[src/rtl/csel_pkg.sv]
package csel_pkg;

    typedef enum logic [1:0] {
        CELL_ZERO = 2'b00,
        CELL_POS  = 2'b01,
        CELL_NEG  = 2'b10
    } cell_code_e;

    typedef enum logic [1:0] {
        SEQ_IDLE,
        SEQ_RANK,
        SEQ_EMIT
    } seq_state_e;

    typedef struct packed {
        logic charge;
        logic neg;
    } drive_mode_t;

endpackage

[src/rtl/csel_rank_unit.sv]
module csel_rank_unit #(
    parameter  int N_CELLS = 5,
    parameter  int VW      = 12,
    localparam int RW      = $clog2(N_CELLS + 1),
    localparam int IW      = $clog2(N_CELLS)
) (
    input  logic [N_CELLS*VW-1:0] cap_v,
    input  logic [N_CELLS-1:0]    elig,
    input  logic                  charge,
    input  logic [IW-1:0]         idx,
    output logic [RW-1:0]         rank
);

    logic [VW-1:0]      v_self;
    logic [N_CELLS-1:0] ahead;

    always_comb begin
        v_self = '0;
        for (int k = 0; k < N_CELLS; k++) begin
            if (idx == IW'(k)) v_self = cap_v[k*VW +: VW];
        end
    end

    for (genvar j = 0; j < N_CELLS; j++) begin : g_cmp
        logic [VW-1:0] v_j;
        logic          lower_idx;
        logic          better;
        assign v_j       = cap_v[j*VW +: VW];
        assign lower_idx = IW'(j) < idx;
        assign better    = charge ? (v_j < v_self) : (v_j > v_self);
        assign ahead[j]  = elig[j] && (IW'(j) != idx) &&
                           (better || ((v_j == v_self) && lower_idx));
    end

    always_comb begin
        rank = '0;
        for (int j = 0; j < N_CELLS; j++) begin
            rank = rank + RW'(ahead[j]);
        end
    end

endmodule

[src/rtl/csel_ctrl.sv]
module csel_ctrl import csel_pkg::*; #(
    parameter  int N_CELLS = 5,
    localparam int IW      = $clog2(N_CELLS)
) (
    input  logic          clk,
    input  logic          rst,
    input  logic          start,
    output logic          load,
    output logic          rank_we,
    output logic [IW-1:0] idx,
    output logic          emit
);

    seq_state_e st_q;

    assign load    = (st_q == SEQ_IDLE) && start;
    assign rank_we = (st_q == SEQ_RANK);
    assign emit    = (st_q == SEQ_EMIT);

    always_ff @(posedge clk) begin
        if (rst) begin
            st_q <= SEQ_IDLE;
            idx  <= '0;
        end else begin
            case (st_q)
                SEQ_IDLE: begin
                    idx <= '0;
                    if (start) st_q <= SEQ_RANK;
                end
                SEQ_RANK: begin
                    if (idx == IW'(N_CELLS - 1)) begin
                        st_q <= SEQ_EMIT;
                    end else begin
                        idx <= idx + 1'b1;
                    end
                end
                SEQ_EMIT: st_q <= SEQ_IDLE;
                default:  st_q <= SEQ_IDLE;
            endcase
        end
    end

endmodule

[src/rtl/cell_state_sel.sv]
module cell_state_sel import csel_pkg::*; #(
    parameter  int N_CELLS = 5,
    parameter  int VW      = 12,
    localparam int RW      = $clog2(N_CELLS + 1),
    localparam int LW      = RW + 1,
    localparam int IW      = $clog2(N_CELLS)
) (
    input  logic                  clk,
    input  logic                  rst,
    input  logic                  start,
    input  logic [LW-1:0]         target_lvl,
    input  logic                  cur_pos,
    input  logic [N_CELLS*VW-1:0] cap_v,
    input  logic [N_CELLS-1:0]    bypass,
    output logic [2*N_CELLS-1:0]  state_o,
    output logic                  done_o
);

    logic                  load;
    logic                  rank_we;
    logic                  emit;
    logic [IW-1:0]         idx;
    logic [RW-1:0]         rank_w;

    logic [N_CELLS*VW-1:0] volt_q;
    logic [N_CELLS-1:0]    elig_q;
    logic [RW-1:0]         mag_q;
    drive_mode_t           mode_q;
    logic [RW-1:0]         rank_q [N_CELLS];

    logic                  tgt_neg;
    logic                  tgt_pos;
    logic [LW-1:0]         tgt_abs;
    logic [RW-1:0]         tgt_mag;
    logic [2*N_CELLS-1:0]  code_next;

    assign tgt_neg = target_lvl[LW-1];
    assign tgt_pos = !tgt_neg && (target_lvl != '0);
    assign tgt_abs = tgt_neg ? (~target_lvl + 1'b1) : target_lvl;
    assign tgt_mag = (int'(tgt_abs) > N_CELLS) ? RW'(N_CELLS) : tgt_abs[RW-1:0];

    csel_ctrl #(.N_CELLS(N_CELLS)) u_ctrl (
        .clk     (clk),
        .rst     (rst),
        .start   (start),
        .load    (load),
        .rank_we (rank_we),
        .idx     (idx),
        .emit    (emit)
    );

    csel_rank_unit #(.N_CELLS(N_CELLS), .VW(VW)) u_rank (
        .cap_v  (volt_q),
        .elig   (elig_q),
        .charge (mode_q.charge),
        .idx    (idx),
        .rank   (rank_w)
    );

    always_ff @(posedge clk) begin
        if (rst) begin
            volt_q <= '0;
            elig_q <= '0;
            mag_q  <= '0;
            mode_q <= '0;
        end else if (load) begin
            volt_q        <= cap_v;
            elig_q        <= ~bypass;
            mag_q         <= tgt_mag;
            mode_q.neg    <= tgt_neg;
            mode_q.charge <= (tgt_pos && cur_pos) || (tgt_neg && !cur_pos);
        end
    end

    always_ff @(posedge clk) begin
        if (rst) begin
            for (int k = 0; k < N_CELLS; k++) rank_q[k] <= '0;
        end else if (rank_we) begin
            rank_q[idx] <= rank_w;
        end
    end

    for (genvar k = 0; k < N_CELLS; k++) begin : g_code
        logic       active;
        cell_code_e code;
        assign active = elig_q[k] && (rank_q[k] < mag_q);
        assign code   = active ? (mode_q.neg ? CELL_NEG : CELL_POS) : CELL_ZERO;
        assign code_next[2*k +: 2] = code;
    end

    always_ff @(posedge clk) begin
        if (rst) begin
            state_o <= '0;
            done_o  <= 1'b0;
        end else begin
            done_o <= emit;
            if (emit) state_o <= code_next;
        end
    end

endmodule

[config.mk]
export PLATFORM = sky130hd
export DESIGN_NAME = cell_state_sel
export DESIGN_NICKNAME = d
export VERILOG_FILES = /design/src/rtl/csel_pkg.sv /design/src/rtl/csel_rank_unit.sv /design/src/rtl/csel_ctrl.sv /design/src/rtl/cell_state_sel.sv
export SDC_FILE = /design/constraint.sdc
export NUM_CORES = 1
export LEC_CHECK = 0
export BUFFER_PORTS_ARGS = -buffer_cell sky130_fd_sc_hd__buf_2
export CORE_AREA = 5 5 115 117
export DETAILED_ROUTE_END_ITERATION = 16
export DIE_AREA = 0 0 120 122
export GPL_TIMING_DRIVEN = 0
export PLACE_DENSITY = 0.7
export SYNTH_ARGS = -nofsm -noshare
export SYNTH_HDL_FRONTEND = slang
export SYNTH_SLANG_ARGS = --single-unit
[constraint.sdc]
create_clock -name clk -period 6.2 [get_ports clk]
set_input_delay 0.93 -clock clk [delete_from_list [all_inputs] [get_ports clk]]
set_output_delay 0.93 -clock clk [all_outputs]
set_load 0.03 [all_outputs]
# Yosys cells after proc, flatten, opt, wreduce, memory -nomap -nowiden
# Memories as Yosys holds them, arrays and structs flattened.
# Cells that the tools add are included.
dict set report word_totals {
  out_inout_bits 11
  mem_bits_rw 15
  inputBits 73
  ff_bits 86
  n_memories 1
}
# memory words width read_ports rd_ports_with_merged_regs write_ports line
set mem_list {}
lappend mem_list {rank_q 5 3 5 0 5 cell_state_sel.sv:29} ;# logic [RW-1:0] rank_q [N_CELLS];
dict set report classes {
  eq_ne 18
  bitwise 2
  order_cmp 21
  n_mux 31
  reduce_logical 40
  addsub 6
}
# operator n
set op_table {}
lappend op_table {{$eq A12 B12 Y1} 5}
lappend op_table {{$gt A12 B12 Y1} 5}
lappend op_table {{$lt A12 B12 Y1} 5}
lappend op_table {{$mux W12} 5}
lappend op_table {{$logic_and A1 B1 Y1} 24}
lappend op_table {{$mux W2} 8}
lappend op_table {{$lt A3 B3 Y1} 5}
lappend op_table {{$mux W3} 4}
lappend op_table {{$mux W1} 11}
lappend op_table {{$add A3 B1 Y3} 3}
lappend op_table {{$eq A3 B2 Y1 const B} 2}
lappend op_table {{$logic_or A1 B1 Y1} 6}
lappend op_table {{$lt A1 B3 Y1 const A} 2}
lappend op_table {{$lt A2 B3 Y1 const A} 2}
lappend op_table {{$ne A2 B3 Y1 const A} 2}
lappend op_table {{$pmux W3 S2} 1}
lappend op_table {{$not A5 Y5} 1}
lappend op_table {{$add A4 B1 Y4 const B} 1}
lappend op_table {{$gt A4 B3 Y1 const B} 1}
lappend op_table {{$mux W4} 1}
lappend op_table {{$ne A2 B2 Y1 const B} 2}
lappend op_table {{$not A4 Y4} 1}
lappend op_table {{$pmux W2 S2} 1}
lappend op_table {{$reduce_and A2 Y1} 2}
lappend op_table {{17 further kinds} 18}

# Logic depth before layout (Yosys ltp)
dict set report logic_depth {
  word_depth 15
  ltp_mapped 20
  ltp_nobuf 17
}

# Hierarchy
# Synthesis repeated with hierarchy kept, for this count alone.
dict set report hier_totals {
  hier_cells 663
  hier_area_um2 6142.1
}
# module n_inst area_per_inst_um2 cells_per_inst
set by_module_without_submodules {}
lappend by_module_without_submodules {cell_state_sel 1 3861.2 367}
lappend by_module_without_submodules {csel_rank_unit 1 2043.2 269}
lappend by_module_without_submodules {csel_ctrl 1 237.7 27}

# Worst setup path after synthesis
# Ideal clock, no wire load.
dict set report synth_path {
  path_type {register to register}
  startpoint {reg u_ctrl.idx[0]}
  endpoint {mem rank_q[1][1] (netlist name) (data pin)}
  path_stages_with_launch 20
  synth_period_minus_slack_ns 5.183
  t_arrival_ns 4.928
  setup_slack_ns 1.017
  path_cell_list {dfxtp_1 -> buf_2 -> inv_1 -> ha_1 -> nand2b_1 -> clkbuf_1 -> clkbuf_1 -> a311oi_1 -> a221oi_1 -> ha_1 -> nor2b_1 -> o211ai_1 -> a211oi_1 -> or4_1 -> a311oi_1 -> ha_1 -> fa_1 -> ha_1 -> fa_1 -> and2_1}
}
# item line
set synth_lines {}
lappend synth_lines {{start: declaration} csel_ctrl.sv:10} ;# output logic [IW-1:0] idx,
lappend synth_lines {{start signal: assignment} csel_ctrl.sv:34} ;# idx <= idx + 1'b1;
lappend synth_lines {{end: declaration} cell_state_sel.sv:29}

==> results.yml <==
sta:
  slew_headroom_pct: 49.4
  skew_ns: 0.0131
  tightestPinTransition_ns: 0.759
  fmax_mhz: 168
  tns_ns: 0
  period_share_pct: 96.1
  finalSetupViolCount: 0
  drv_slew: 0
  hold_viol: 0
  fin_crit_ns: 5.96
  rsz0062_at_grt: "no"
critical_path:
  cp_top_family: "adder cells"
  max_stage_delay_ns: 0.62
  worstSetupPathType: "reg -> reg"
  reg2reg_to: "rank_q[4][1]$_SDFFCE_PN0P_"
  r2r_setup_slack_ns: 0.24
  critPathRequiredTime_ns: 6.33
  r2r-start: "u_ctrl.idx[1]$_SDFFE_PP0P_"
  worst-path-buf-inv: 3
  cp_cell_sequence: "buf_2 -> inv_1 -> nor3_1 -> clkbuf_1 -> a311oi_1 -> a221oi_2 -> ha_1 -> a21oi_1 -> o21ai_0 -> or4_1 -> a311oi_1 -> ha_1 -> fa_1 -> ha_1 -> fa_1 -> and2_1"
  cp.arrival_ns: 6.09
  cp_max_fo: 10
  crit_path_end_kind: "flop"
  cpMostUsedCell: "ha_1"
  reg2reg_depth: 16
  cpMaxStageDelayCell: "a221oi_2"
  start_kind: "flop"
clocking:
  cts_buffer_depth: 2
  clock_latency_ns: 0.37
  tritoncts: "built"
  cts_setup_buffers: 0
  cts_hold_buffers: 0
  h-tree-depth: 3
  cts_root_buf: "clkbuf_16"
  clkSinkCount: 101
  path_clk_slew_ns: 0.08
  cts_made_buffers: 9
power_and_ir_drop:
  ir_drop_mv: 0.126
  p_leak_uw: 0.00290
  powerDensity_nw_per_um2: 242
  finalPower_uw: 1660
cells_and_area:
  regArea_um2: 2170
  multi_input_area_um2: 3600
  final_cell_mix: "nand2_1 (137), a21oi_1 (91), dfxtp_1 (86), buf_2 (84), ha_1 (76)"
  antenna_cells: 0
  layout-drive-gt1-share_pct: 14.5
  syn_to_final_growth_pct: 16.2
  fill_cells: 1144
  final_common_cell: "nand2_1"
  finalNetCount: 959
  fin_area_um2: 6880
global_route:
  antenna_found_initial: 0
  grt_overflow: 0
  grt_pass1_wl_mm: 27.6
  grt_usage_pct: 24.4
  grt_pass1_vias: 5501
  grt_max_degree: 20
routing:
  routedWlPerCell_um: 18.4
  drc: 0
  via_per_inst: 5.90
  drtAntennaViolNets: 0
  num_vias: 5677
  drt_first_pass_iters: 5
  drtIter0Drc: 403
  routed_wl_mm: 17.7
synth:
  yosys_warnings: 0
  netlist_area_um2: 5920
  synth_fp_nets: 867
  synth_ff_type: "dfxtp_1"
  synth.ff_latch_count: 101
  synth_cell_types: 43
  ys_seq_area_share_pct: 36.7
  syn_area_per_cell_um2: 8.26
  synthesis.instances: 716
  synth_enable_flop_cells: 15
  synth-async-reset-ratio_pct: 0
outcome:
  outcome: "finished clean"
die:
  core.rowCount: 41
  start_util_pct: 48.2
  die_w_um: 120
  coreArea_um2: 12300
  die-area_um2: 14600
  die_y_um: 122
  io_pins: 84
placed_design:
  dpl.hpwl_mm: 14.0
  io_buffers: 81
  routabilityCongestion: 1.00
  place_area_um2: 6510
hold_path:
  hp-class: "reg -> reg"
  whs_endpoint: "volt_q[12]$_SDFFE_PP0P_"
  whs_path_depth: 2
  min-delay-start: "volt_q[12]$_SDFFE_PP0P_"
run:
  max-cap-violations: 0
==> tightest hold or removal path, cell delays in order (launching register included) <==
cell and delay (ns):
dfxtp_1 0.31, nand2_1 0.05, a21oi_1 0.05
==> through the flow <==
stage / setup slack, ns / cells / hold slack (ns) / util, %
finish: 0.239 / 963 / 0.461 / 56.1
global route: 0.0111 / 963 / 0.499 / 56.1
CTS: 0.0486 / 963 / 0.459 / 55.5
detailed placement: 0.0264 / 947 / 0.448 / 53.1
global placement: 0.0657 / 947 / 0.449 / 53.1
floorplan: 1.02 / 716 / 0.436 / -
==> worst max-delay path by stage <==
stage	depth (start not counted)	startpoint	slack, ns	end
final	16	u_ctrl.idx[1]$_SDFFE_PP0P_	0.24	rank_q[4][1]$_SDFFCE_PN0P_
after global routing	16	u_ctrl.idx[1]$_SDFFE_PP0P_	0.01	rank_q[3][1]$_SDFFCE_PN0P_
after CTS	16	u_ctrl.idx[1]$_SDFFE_PP0P_	0.05	rank_q[1][1]$_SDFFCE_PN0P_
after detailed placement	16	u_ctrl.idx[1]$_SDFFE_PP0P_	0.03	rank_q[3][1]$_SDFFCE_PN0P_
after global placement	16	u_ctrl.idx[1]$_SDFFE_PP0P_	0.07	rank_q[3][1]$_SDFFCE_PN0P_
after floorplan	19	u_ctrl.idx[0]$_SDFFE_PP0P_	1.02	rank_q[1][1]$_SDFFCE_PN0P_
==> registers in the layout, summed over array words and instances (netlist names) <==
signal,flops
mode_q,2
done_o,1
elig_q,5
rank_q,15
state_o,10
mag_q,3
u_ctrl.st_q,2
volt_q,60
u_ctrl.idx,3
==> cell families (layout without fill, tap and decap cells) <==
family	after synthesis	count (layout)	synth area share, %
simple gates	291	291	22.4
compound gates	186	186	20.1
flops	101	101	36.7
fa+ha+maj	78	78	16.8
buf+inv	58	155	3.74
xor+xnor	1	1	0.148
mux	1	1	0.169
==> area by class of cell <==
type | count | area share, %
flip-flops and latches | 101 | 31.6
plain buffers | 41 | 2.29
clock buffers | 9 | 3.28
repair buffers | 81 | 5.90
inverters | 17 | 0.928
clock inverters | 7 | 0.965
multi-input cells | 557 | 52.3
well taps | 150 | 2.73
==> where the power goes <==
group          internal, uW  switching [uW]  total [uW]
Combinational           147             217         364
Clock                   282             279         561
Sequential              698            37.9         736
Total                  1130             534        1660
==> routing by layer <==
metal,share of wire (%),global-route usage [%],vias up
met5,0,0,-
met4,4.2,12.0,0
met3,6.5,6.59,60
met2,45,39.0,206
met1,44,30.4,2640
li1,-,-,2771
==> what timing repair did <==
item                                    4_1_cts  5_1_grt
hold endpoints to repair                      0        0
resized for setup                             1       11
endpoints found under the setup margin        5       10
pin swaps                                     0        0
cloned                                        0        0
==> Yosys cell counts (all sizes together) (2+ instances only) <==
| cell type | number | share of area [%] |
|---|---|---|
| a211oi | 14 | 1.8 |
| a21o | 13 | 1.6 |
| a21oi | 91 | 7.7 |
| a221o | 3 | 0.51 |
| a221oi | 11 | 1.6 |
| a22oi | 12 | 1.5 |
| a311oi | 12 | 1.8 |
| a31oi | 5 | 0.53 |
| and2 | 17 | 1.8 |
| buf | 7 | 0.51 |
| clkbuf | 34 | 2.2 |
| dfxtp | 86 | 29 |
| edfxtp | 15 | 7.6 |
| fa | 2 | 0.68 |
| ha | 76 | 16 |
| inv | 17 | 1.1 |
| nand2 | 137 | 8.7 |
| nand2b | 13 | 1.4 |
| nand3 | 30 | 2.5 |
| nand4 | 15 | 1.6 |
| nor2 | 48 | 3.0 |
| nor2b | 7 | 0.74 |
| nor3 | 8 | 0.68 |
| nor4 | 2 | 0.21 |
| o211ai | 4 | 0.51 |
| o21ai | 10 | 0.85 |
| o31a | 3 | 0.44 |
| o31ai | 3 | 0.38 |
| or2 | 5 | 0.53 |
| or3 | 2 | 0.21 |
| or4 | 3 | 0.38 |
No activity file was read; power rests on OpenSTA's default activity.
